<file path="config.mk">
export PLATFORM = sky130hd
export DESIGN_NAME = pwr_stop_seq
export DESIGN_NICKNAME = d
export VERILOG_FILES = /design/src/rtl/pwr_stop_pkg.sv /design/src/rtl/pss_sync.sv /design/src/rtl/pss_wake_unit.sv /design/src/rtl/pss_pin_hold.sv /design/src/rtl/pss_fsm.sv /design/src/rtl/pwr_stop_seq.sv
export SDC_FILE = /design/constraint.sdc
export NUM_CORES = 1
export LEC_CHECK = 0
export BUFFER_PORTS_ARGS = -buffer_cell sky130_fd_sc_hd__clkbuf_2
export CAP_MARGIN = 40
export CORE_MARGIN = 3
export CORE_UTILIZATION = 45
export DETAILED_ROUTE_END_ITERATION = 12
export PLACE_DENSITY = 0.73
export SYNTH_ARGS = -nofsm -noshare
export SYNTH_HDL_FRONTEND = slang
export SYNTH_SLANG_ARGS = --single-unit
</file>
<file path="constraint.sdc">
create_clock -name clk -period 1.7 [get_ports clk]
set_input_delay 0.085 -clock clk [delete_from_list [all_inputs] [get_ports clk]]
set_output_delay 0.085 -clock clk [all_outputs]
set_load 0.005 [all_outputs]
</file>
<file path="src/rtl/pwr_stop_pkg.sv">
package pwr_stop_pkg;

   typedef enum logic [1:0] {
      PS_RUN     = 2'd0,
      PS_SHALLOW = 2'd1,
      PS_DEEP    = 2'd2,
      PS_WAKERST = 2'd3
   } pss_state_e;

   typedef struct packed {
      logic core_pwr_en;
      logic clk_en;
      logic reg_standby;
      logic core_rst_req;
   } pss_ctl_t;

   function automatic pss_ctl_t pss_decode(input pss_state_e st);
      pss_ctl_t c;
      case (st)
         PS_SHALLOW: c = '{core_pwr_en: 1'b1, clk_en: 1'b0, reg_standby: 1'b1, core_rst_req: 1'b0};
         PS_DEEP:    c = '{core_pwr_en: 1'b0, clk_en: 1'b0, reg_standby: 1'b1, core_rst_req: 1'b0};
         PS_WAKERST: c = '{core_pwr_en: 1'b1, clk_en: 1'b1, reg_standby: 1'b0, core_rst_req: 1'b1};
         default:    c = '{core_pwr_en: 1'b1, clk_en: 1'b1, reg_standby: 1'b0, core_rst_req: 1'b0};
      endcase
      return c;
   endfunction

endpackage

</file>
<file path="src/rtl/pss_sync.sv">
module pss_sync #(
   parameter int   W       = 1,
   parameter int   STAGES  = 2,
   parameter logic RST_VAL = 1'b0
) (
   input  logic         clk,
   input  logic         rst_n,
   input  logic [W-1:0] d,
   output logic [W-1:0] q
);

   logic [STAGES-1:0][W-1:0] stg_q;

   generate
      if (STAGES < 2) begin : g_bad_stages
         $error("pss_sync: STAGES must be at least 2");
      end
   endgenerate

   always_ff @(posedge clk or negedge rst_n) begin
      if (!rst_n) begin
         stg_q <= {STAGES{{W{RST_VAL}}}};
      end else begin
         stg_q <= {stg_q[STAGES-2:0], d};
      end
   end

   assign q = stg_q[STAGES-1];

endmodule

</file>
<file path="src/rtl/pss_wake_unit.sv">
module pss_wake_unit #(
   parameter int KBI_W     = 4,
   parameter int RTI_SEL_W = 3,
   parameter int STAGES    = 2
) (
   input  logic                 clk,
   input  logic                 rst_n,
   input  logic                 reset_pin_n,
   input  logic                 irq_pin,
   input  logic                 irq_pol,
   input  logic [KBI_W-1:0]     kbi_pins,
   input  logic                 rti_tick,
   input  logic [RTI_SEL_W-1:0] rti_rate,
   output logic                 wake_deep,
   output logic                 wake_shallow,
   output logic                 wake_hard
);

   logic             rstn_s;
   logic             irq_s;
   logic             rti_s;
   logic [KBI_W-1:0] kbi_s;
   logic             rti_hit;

   pss_sync #(.W(1), .STAGES(STAGES), .RST_VAL(1'b1)) i_sync_rst (
      .clk(clk), .rst_n(rst_n), .d(reset_pin_n), .q(rstn_s));

   pss_sync #(.W(1), .STAGES(STAGES), .RST_VAL(1'b0)) i_sync_irq (
      .clk(clk), .rst_n(rst_n), .d(irq_pin), .q(irq_s));

   pss_sync #(.W(1), .STAGES(STAGES), .RST_VAL(1'b0)) i_sync_rti (
      .clk(clk), .rst_n(rst_n), .d(rti_tick), .q(rti_s));

   generate
      for (genvar k = 0; k < KBI_W; k++) begin : g_kbi
         pss_sync #(.W(1), .STAGES(STAGES), .RST_VAL(1'b0)) i_sync_kbi (
            .clk(clk), .rst_n(rst_n), .d(kbi_pins[k]), .q(kbi_s[k]));
      end
   endgenerate

   assign rti_hit      = rti_s & (|rti_rate);
   assign wake_hard    = ~rstn_s;
   // deep stop: IRQ is forced active low, keyboard pins are not sources
   assign wake_deep    = wake_hard | ~irq_s | rti_hit;
   assign wake_shallow = wake_hard | (irq_s == irq_pol) | (|kbi_s) | rti_hit;

endmodule

</file>
<file path="src/rtl/pss_pin_hold.sv">
module pss_pin_hold #(
   parameter int PIN_W = 8
) (
   input  logic             clk,
   input  logic             rst_n,
   input  logic             capture,
   input  logic             release_i,
   input  logic [PIN_W-1:0] port_out,
   output logic [PIN_W-1:0] pin_out,
   output logic             pin_hold
);

   logic [PIN_W-1:0] held_q;
   logic             hold_q;

   always_ff @(posedge clk or negedge rst_n) begin
      if (!rst_n) begin
         held_q <= '0;
         hold_q <= 1'b0;
      end else if (capture) begin
         held_q <= pin_out;
         hold_q <= 1'b1;
      end else if (release_i) begin
         hold_q <= 1'b0;
      end
   end

   assign pin_out  = hold_q ? held_q : port_out;
   assign pin_hold = hold_q;

endmodule

</file>
<file path="src/rtl/pss_fsm.sv">
module pss_fsm
   import pwr_stop_pkg::*;
#(
   parameter int RST_CYCLES = 4
) (
   input  logic       clk,
   input  logic       rst_n,
   input  logic       stop_req,
   input  logic       stop_deep,
   input  logic       wake_deep,
   input  logic       wake_shallow,
   input  logic       wake_hard,
   input  logic       ack_wr,
   input  logic       ack_data,
   output pss_state_e state,
   output logic       capture,
   output logic       release_o,
   output logic       recov_flag
);

   localparam int CNT_W = $clog2(RST_CYCLES + 1);
   localparam logic [CNT_W-1:0] CNT_LOAD = CNT_W'(RST_CYCLES - 1);

   pss_state_e       st_q, st_d;
   logic [CNT_W-1:0] cnt_q, cnt_d;
   logic             recov_q, recov_d;
   logic             in_run;

   assign in_run    = (st_q == PS_RUN);
   assign capture   = in_run & stop_req & stop_deep & ~wake_deep;
   assign release_o = in_run & ack_wr & ack_data;

   always_comb begin
      st_d    = st_q;
      cnt_d   = cnt_q;
      recov_d = recov_q;
      case (st_q)
         PS_RUN: begin
            if (release_o) recov_d = 1'b0;
            if (capture) begin
               st_d = PS_DEEP;
            end else if (stop_req && !stop_deep && !wake_shallow) begin
               st_d = PS_SHALLOW;
            end
         end
         PS_SHALLOW: begin
            if (wake_hard) begin
               st_d  = PS_WAKERST;
               cnt_d = CNT_LOAD;
            end else if (wake_shallow) begin
               st_d = PS_RUN;
            end
         end
         PS_DEEP: begin
            if (wake_deep) begin
               st_d    = PS_WAKERST;
               cnt_d   = CNT_LOAD;
               recov_d = 1'b1;
            end
         end
         default: begin
            if (cnt_q == '0) st_d = PS_RUN;
            else             cnt_d = cnt_q - 1'b1;
         end
      endcase
   end

   always_ff @(posedge clk or negedge rst_n) begin
      if (!rst_n) begin
         st_q    <= PS_RUN;
         cnt_q   <= '0;
         recov_q <= 1'b0;
      end else begin
         st_q    <= st_d;
         cnt_q   <= cnt_d;
         recov_q <= recov_d;
      end
   end

   assign state      = st_q;
   assign recov_flag = recov_q;

endmodule

</file>
<file path="src/rtl/pwr_stop_seq.sv">
module pwr_stop_seq
   import pwr_stop_pkg::*;
#(
   parameter int PIN_W      = 8,
   parameter int KBI_W      = 4,
   parameter int RTI_SEL_W  = 3,
   parameter int RST_CYCLES = 4,
   parameter int SYNC_STG   = 2
) (
   input  logic                 clk,
   input  logic                 rst_n,
   input  logic                 stop_req,
   input  logic                 stop_deep,
   input  logic                 reset_pin_n,
   input  logic                 irq_pin,
   input  logic                 irq_pol,
   input  logic [KBI_W-1:0]     kbi_pins,
   input  logic                 rti_tick,
   input  logic [RTI_SEL_W-1:0] rti_rate,
   input  logic                 ack_wr,
   input  logic                 ack_data,
   input  logic [PIN_W-1:0]     port_out,
   output logic [PIN_W-1:0]     pin_out,
   output logic                 core_pwr_en,
   output logic                 clk_en,
   output logic                 reg_standby,
   output logic                 pin_hold,
   output logic                 recov_flag,
   output logic                 core_rst_req
);

   generate
      if (PIN_W < 1)      begin : g_bad_pin $error("pwr_stop_seq: PIN_W must be >= 1"); end
      if (KBI_W < 1)      begin : g_bad_kbi $error("pwr_stop_seq: KBI_W must be >= 1"); end
      if (RTI_SEL_W < 1)  begin : g_bad_rti $error("pwr_stop_seq: RTI_SEL_W must be >= 1"); end
      if (RST_CYCLES < 1) begin : g_bad_rst $error("pwr_stop_seq: RST_CYCLES must be >= 1"); end
   endgenerate

   logic       wake_deep, wake_shallow, wake_hard;
   logic       capture, release_w;
   pss_state_e state;
   pss_ctl_t   ctl;

   pss_wake_unit #(.KBI_W(KBI_W), .RTI_SEL_W(RTI_SEL_W), .STAGES(SYNC_STG)) i_wake (
      .clk(clk), .rst_n(rst_n), .reset_pin_n(reset_pin_n), .irq_pin(irq_pin),
      .irq_pol(irq_pol), .kbi_pins(kbi_pins), .rti_tick(rti_tick), .rti_rate(rti_rate),
      .wake_deep(wake_deep), .wake_shallow(wake_shallow), .wake_hard(wake_hard));

   pss_fsm #(.RST_CYCLES(RST_CYCLES)) i_fsm (
      .clk(clk), .rst_n(rst_n), .stop_req(stop_req), .stop_deep(stop_deep),
      .wake_deep(wake_deep), .wake_shallow(wake_shallow), .wake_hard(wake_hard),
      .ack_wr(ack_wr), .ack_data(ack_data), .state(state), .capture(capture),
      .release_o(release_w), .recov_flag(recov_flag));

   pss_pin_hold #(.PIN_W(PIN_W)) i_hold (
      .clk(clk), .rst_n(rst_n), .capture(capture), .release_i(release_w),
      .port_out(port_out), .pin_out(pin_out), .pin_hold(pin_hold));

   assign ctl          = pss_decode(state);
   assign core_pwr_en  = ctl.core_pwr_en;
   assign clk_en       = ctl.clk_en;
   assign reg_standby  = ctl.reg_standby;
   assign core_rst_req = ctl.core_rst_req;

endmodule

</file>
==> impl_metrics.yaml, run 1 <==
status:
  run_status: "completed"
global_routing:
  antenna_violations_before_repair: 0
  overflow: 0
  globalRouteTotalUtil_pct: 15.0
  pin_count_of_the_biggest_net_entering_global_routing: 30
  grt_first_pass_wirelength_um: 3900
  first_global_vias: 979
power:
  power_leakage_nw: 0.879
  sw_frac_of_total_pct: 30.8
  power_density_nw_per_um2: 1470
  p_int_w: 0.00180
  ir_drop_mv: 1.12
  power.combinational.fraction_pct: 41.4
  p_seq_share_pct: 36.7
  fin_total_pwr_w: 0.00260
  switching_power_w: 0.000800
  clockPowerShare_pct: 21.9
finish:
  post_route_cell_area_um2: 1770
  final_layout_size_suffix_gt1_share_pct: 50.3
  layout_common_cells: "clkbuf_2 (38), dfrtp_1 (27), mux2_2 (17), dlygate4sd3_1 (8)"
  design.final.nets: 188
  multiInputGateArea_um2: 568
  commonest_non_fill_non_tap_cell_in_the_layout: "clkbuf_2"
  instances_no_fill: 187
  final_core_utilization_pct: 67.7
  num_antenna_cells: 0
  seq_area_um2: 728
  syn2layout_area_growth_pct: 36.0
  fillers: 206
place:
  gp_routability_congestion: 0.873
  dpl-instance-area_um2: 1590
  portBuffers: 38
  dpl.cell_count: 171
  place.detailed.hpwl_um: 1830
floorplanning:
  design.die.area_um2: 3570
  floorplan.die.height_um: 59.8
  start_util_pct: 49.8
  floorplan.io_pins: 39
  die_w_um: 59.8
  placeableCoreArea_um2: 2610
  std_cell_rows: 18
detailed_routing:
  drc: 0
  final_antenna_net_count: 0
  initialDrtViolationCount: 32
  drt-vias-per-instance: 5.22
  routedWlPerCell_um: 12.5
  drtPass1Iterations: 4
  finalWirelength_um: 2350
  vias: 977
hold_path:
  timing.hold.worst.class: "in -> reg"
synthesis:
  post_synth_main_area_contributors: "dfrtp_1 (52%), mux2_2 (16%), ha_1 (6.7%)"
  synth_xor_xnor_area_share_pct: 0.673
  synth.yosys.warnings: 0
  seq_area_frac_synth_pct: 56.0
  post_synth_mux_area_share_pct: 18.7
  syn_inst: 99
  synth_fp_nets: 131
  netlist.top_cell.by_area: "dfrtp_1"
  yosys.cell_types.count: 25
  ys_ff_latch: 29
  synthDominantCellAreaShare_pct: 51.9
  avgSynthCellArea_um2: 13.1
  synthSimpleGateAreaFrac_pct: 7.40
  dominant_combinational_cell_family_by_area_after_synthesis: "multiplexers"
  yosys.area_share.adder_pct: 6.73
  syn-cell-area_um2: 1300
  synth_compound_gate_area_share_pct: 7.98
setup_path:
  path_class: "reg -> reg"
  required_ns: 1.90
  crit_path_start_kind: "register"
  crit_fanout: 10
  critPathArrivalTime_ns: 1.83
  endpoint_kind: "register"
sta:
  rsz0062_at_grt: "true"
  timing.fmax_ghz: 0.613
  total_count_of_hold_check_failures_in_the_final_report: 0
  timing_worst_slew_pin_value_ns: 0.679
  skew_ns: 0.00645
  final-setup-viol-count: 0
  report.final.slew_viol_count: 0
  timing.slew.headroom_pct: 54.7
  layout_worst_path_cycle_share_pct: 96.0
  fin_worst_hold_slack_ns: 0.0831
  period_minus_slack_ns: 1.63
clock_network:
  htreeDepth: 2
  ctsLongestPathBuffers: 2
  cts_made_buffers: 5
  clk_root_buffer_cell: "clkbuf_4"
  tritoncts: "done"
  clkTransAtPathRegs_ns: 0.09
  clock_sink_count: 29
  cts_post_setup_buffers_inserted: 0
  insertion_delay_ns: 0.31
flow_run:
  max-cap-violations: 0
synthesized netlist by cell type:
cell type and number:
nor2_1 4, xor2_1 1, nand2_1 4, inv_1 8, a21oi_1 3, nand4_1 1, dfrtp_1 27, ha_1 7
o31a_1 1, nand3_1 3, a21o_2 1, o31ai_1 2, nor2b_1 2, o221ai_2 1, mux2i_1 4, a221oi_1 1
dfstp_2 2, o21ai_2 1, nor4_1 1, and4b_1 1, mux2_2 18, clkbuf_1 1, o21ai_0 3, nor3_4 1
a32oi_1 1
path summary, 6_finish.rpt:
path                                                          startpoint                                endpoint  slack [ns]  cells past startpoint
min reg2reg                i_wake.g_kbi[2].i_sync_kbi.stg_q[0]$_DFF_PN0_  i_wake.g_kbi[2].i_sync_kbi.q$_DFF_PN0_        0.35                      0
max in group asynchronous                                          rst_n            i_hold.held_q[7]$_DFFE_PN0P_        0.92                      2
min                                                               ack_wr             i_hold.pin_hold$_DFFE_PN0P_        0.08                      3
min in group asynchronous                                          rst_n              i_fsm.state[0]$_DFFE_PN0P_        0.34                      2
max reg2reg                                   i_fsm.state[1]$_DFFE_PN0P_            i_hold.held_q[5]$_DFFE_PN0P_        0.07                      6
max                                           i_fsm.state[1]$_DFFE_PN0P_            i_hold.held_q[5]$_DFFE_PN0P_        0.07                      6
critical path, stage by stage, from the launching register on:
cell and delay (ns):
dfrtp_1 0.41, inv_2 0.10, ha_4 0.18, nand3_1 0.16, nor3_4 0.19, buf_12 0.15
mux2_2 0.33
stage by stage:
step	setup WS (ns)	TNS, ns
after global routing	-0.00264	-0.00274
after CTS	0.0299	0
after detailed placement	0.0486	0
after floorplan	0.0496	0
after global placement	0.0848	0
final	0.0684	0
metal layers:
metal  up-vias  wire length [um]  share of wire, %  GRT usage [%]
met3         7               165               7.0           4.10
li1        466                 -                 -              -
met4         0                46               2.0           6.65
met5         -                 0                 0              0
met1       466               953                41           16.4
met2        38              1180                50           26.7
what timing repair did:
action	CTS	global route
endpoints found under the hold margin	34	0
hold buffers	8	0
gates resized for setup	0	6
endpoints found under the setup margin	0	12
state kept, by name (all words and copies together) (netlist names):
register	cells
i_fsm.cnt_q	3
i_hold.pin_hold	1
i_wake.g_kbi.i_sync_kbi.q	4
i_wake.i_sync_rti.q	1
i_wake.i_sync_irq.stg_q	1
i_wake.i_sync_rst.q	1
i_wake.i_sync_rst.stg_q	1
i_fsm.state	2
i_wake.i_sync_irq.q	1
i_wake.g_kbi.i_sync_kbi.stg_q	4
i_hold.held_q	8
i_fsm.recov_flag	1
i_wake.i_sync_rti.stg_q	1
power groups by stage:
| stage | logic [W] | registers (W) | clock network, W |
|---|---|---|---|
| after detailed placement | 0.00102 | 0.000969 | 0 |
| after CTS | 0.00104 | 0.000954 | 0.000595 |
| after floorplan | 0.000689 | 0.000932 | 0 |
| after global placement | 0.000990 | 0.000954 | 0 |
| final | 0.00108 | 0.000955 | 0.000570 |
| after global routing | 0.00119 | 0.000980 | 0.000631 |
layout make-up:
type                    instances  share of cell area [%]
clock inverters                 1                    1.70
well taps                      30                    2.12
flip-flops and latches         29                    41.2
repair buffers                 51                    18.1
clock buffers                   7                    3.11
inverters                       8                    1.70
multi-input cells              61                    32.1
cell families after synthesis:
group                      Yosys count
xor gates and xnor gates             1
buffers and inverters                9
DFF                                 29
and+or+nand+nor                     17
AOI/OAI and AO/OA                   14
adders and majority gates            7
muxes                               22
(Power assumes the default switching activity.)
==> run 2, diff against run 1 <==
CORE_UTILIZATION = 46   (was 45)
SYNTH_HIERARCHICAL = 1   (was not set)
==> run 2 against run 1 <==
  * Power increased by 16%
  * Fmax fell by 1.9%
  * Via count grew 6.8%
  * Die area up 5.6%
  * Clock power is 2% higher
  * Critical path type unchanged
  * Critical endpoint is now i_fsm/state[1]$_DFFE_PN0P_
  * Global-route usage increased by 2.0 points
  * Sequential power up 6%
  * Combinational power increased by 32%
  * Synthesized area grew 8.7%
==> impl_metrics.yaml, run 2 <==
synthesis:
  syn_inst: 107
  ys_ff_latch: 29
  avgSynthCellArea_um2: 13.2
  synthArstFlopShare_pct: 100
  synthDominantCellAreaShare_pct: 47.8
  synth_top_flop_cell: "dfrtp_1"
  syn-cell-area_um2: 1410
  netlist.top_cell.by_area: "dfrtp_1"
  yosys.cell_types.count: 29
  post_synth_main_area_contributors: "dfrtp_1 (48%), mux2_4 (8.5%), ha_1 (7.1%)"
  seq_area_frac_synth_pct: 51.5
  synth_fp_nets: 140
  yosysMostFrequentCell: "dfrtp_1"
  synth.yosys.warnings: 6
  synth_enable_flop_cells: 0
  synth_commonest_cells: "dfrtp_1 (27), inv_1 (14), ha_1 (8), mux2_2 (8), mux2_4 (8)"
floorplanning:
  die_w_um: 61.4
  placeableCoreArea_um2: 2850
  design.die.area_um2: 3770
  floorplan.io_pins: 39
  floorplan.die.height_um: 61.4
  std_cell_rows: 19
  start_util_pct: 49.6
power:
  power_density_nw_per_um2: 1530
  ir_drop_mv: 1.10
  fin_total_pwr_w: 0.00301
  power_leakage_nw: 1.01
setup_path:
  crit_fanout: 4
  worst_r2r_startpoint: "i_fsm/state[1]$_DFFE_PN0P_"
  path_class: "reg -> reg"
  endpoint_kind: "register"
  r2r_setup_slack_ns: 0.04
  worst_r2r_endpoint: "i_fsm/state[1]$_DFFE_PN0P_"
  worst_r2r_path_depth: 6
  crit_path_to: "i_fsm/state[1]$_DFFE_PN0P_"
  cp-startpoint: "i_fsm/state[1]$_DFFE_PN0P_"
  required_ns: 1.91
  critPathArrivalTime_ns: 1.88
  crit_path_start_kind: "register"
place:
  dpl-instance-area_um2: 1680
  place.detailed.hpwl_um: 2020
  portBuffers: 38
  gp_routability_congestion: 0.869
finish:
  final_core_utilization_pct: 69.1
  num_antenna_cells: 0
  layout_common_cells: "clkbuf_2 (38), dfrtp_1 (27), dlygate4sd3_1 (13), inv_1 (12), buf_4 (11)"
  design.final.nets: 207
  regMostFlops: "i_hold/held_q"
  final_layout_size_suffix_gt1_share_pct: 53.1
  syn2layout_area_growth_pct: 39.4
  flip_flop_count_of_the_largest_register_all_copies_and_words_added: 8
  post_route_cell_area_um2: 1970
  commonest_non_fill_non_tap_cell_in_the_layout: "clkbuf_2"
global_routing:
  overflow: 0
  antenna_violations_before_repair: 0
  pin_count_of_the_biggest_net_entering_global_routing: 30
  first_global_vias: 1094
  globalRouteTotalUtil_pct: 17.0
  grt_first_pass_wirelength_um: 4600
sta:
  rsz0062_at_grt: "true"
  total_count_of_hold_check_failures_in_the_final_report: 0
  timing.slew.headroom_pct: 54.7
  final-setup-viol-count: 0
  timing_worst_slew_pin_value_ns: 0.679
  layout_worst_path_cycle_share_pct: 97.9
  period_minus_slack_ns: 1.66
  skew_ns: 0.00442
  report.final.slew_viol_count: 0
  timing.fmax_ghz: 0.601
clock_network:
  clkTransAtPathRegs_ns: 0.09
  htreeDepth: 2
  ctsLongestPathBuffers: 2
  clock_sink_count: 29
  insertion_delay_ns: 0.32
  tritoncts: "done"
  cts_made_buffers: 5
  clk_root_buffer_cell: "clkbuf_4"
detailed_routing:
  initialDrtViolationCount: 27
  final_antenna_net_count: 0
  finalWirelength_um: 2990
  routedWlPerCell_um: 14.5
  drtPass1Iterations: 4
  drt-vias-per-instance: 5.06
  drc: 0
  vias: 1043
status:
  run_status: "completed"
hold_path:
  timing.hold.worst.class: "in -> reg"
flow_run:
  max-cap-violations: 0
[run 2: cell count changes in the layout (fill, tap and decap cells not counted), moves of 3 or more]
cell,delta
inv_1,+6
mux2_4,+9
mux2i_1,-4
mux2_2,-9
dlygate4sd3_1,+5
buf_4,+7
a21oi_1,+3
[run 2: power breakdown]
| part | switching [W] | leakage, nW | internal (W) |
|---|---|---|---|
| Sequential | 0.000131 | 0.351 | 0.000875 |
| Combinational | 0.000597 | 0.610 | 0.000828 |
| Clock | 0.000231 | 0.0455 | 0.000351 |
| Total | 0.000959 | 1.01 | 0.00205 |
[run 2: cells by family after synthesis]
logic type | after synthesis | synth area share (%)
flops | 29 | 51.5
simple gates | 20 | 9.91
mux | 18 | 16.5
buf+inv | 16 | 5.31
compound gates | 15 | 9.12
fa+ha+maj | 8 | 7.08
xor+xnor | 1 | 0.620
[run 2: how the worst min path moves through the flow]
stage                 from                           end  cells after the start
4_1_cts        port_out[7]  i_hold/held_q[7]$_DFFE_PN0P_                      2
3_3_place_gp         rst_n  i_hold/held_q[5]$_DFFE_PN0P_                      1
6_report       port_out[7]  i_hold/held_q[7]$_DFFE_PN0P_                      2
5_1_grt        port_out[3]  i_hold/held_q[3]$_DFFE_PN0P_                      2
3_5_place_dp         rst_n  i_hold/held_q[4]$_DFFE_PN0P_                      1
2_1_floorplan        rst_n    i_fsm/cnt_q[0]$_DFFE_PN0P_                      0
[run 2: metal layers]
| layer | share of wire, % | wire length, um | GRT usage, % | vias up |
|---|---|---|---|---|
| met5 | 0 | 0 | 0 | - |
| met2 | 55 | 1630 | 29.9 | 37 |
| met4 | 1.8 | 55 | 7.27 | 0 |
| li1 | - | - | - | 501 |
| met1 | 38 | 1140 | 19.4 | 498 |
| met3 | 5.5 | 163 | 4.61 | 7 |
[run 2: cell type report]
class	instances	area [um^2]
clock buffers	7	55.1
clock inverters	1	30.0
fillers	190	882
inverters	14	52.6
multi-input cells	62	663
flip-flops and latches	29	728
well taps	31	38.8
repair buffers	62	403
[run 2: worst max-delay path: stages, from the launching register on]
cell	delay (ns)
dfrtp_1	0.43
inv_2	0.09
ha_4	0.28
nor2_1	0.05
a221oi_2	0.27
o21ai_2	0.13
mux2_4	0.32
[run 2: metrics by stage]
stage          hold WS (ns)  TNS, ns  std cells  setup WS, ns
3_5_place_dp          0.154   -0.130        182       -0.0225
2_1_floorplan        -0.211        0        107       0.00932
5_1_grt             0.00294  -0.0935        206       -0.0488
6_report             0.0149        0        206        0.0364
4_1_cts             0.00479        0        204        0.0164
3_3_place_gp          0.156        0        182        0.0484
[run 2: what timing repair did]
action,in CTS,in global routing
gates resized for setup,3,12
pin swaps,0,4
buffers inserted,1,2
hold buffers,13,0
cloned,0,0
endpoints found under the setup margin,10,12
hold endpoints to repair,39,0
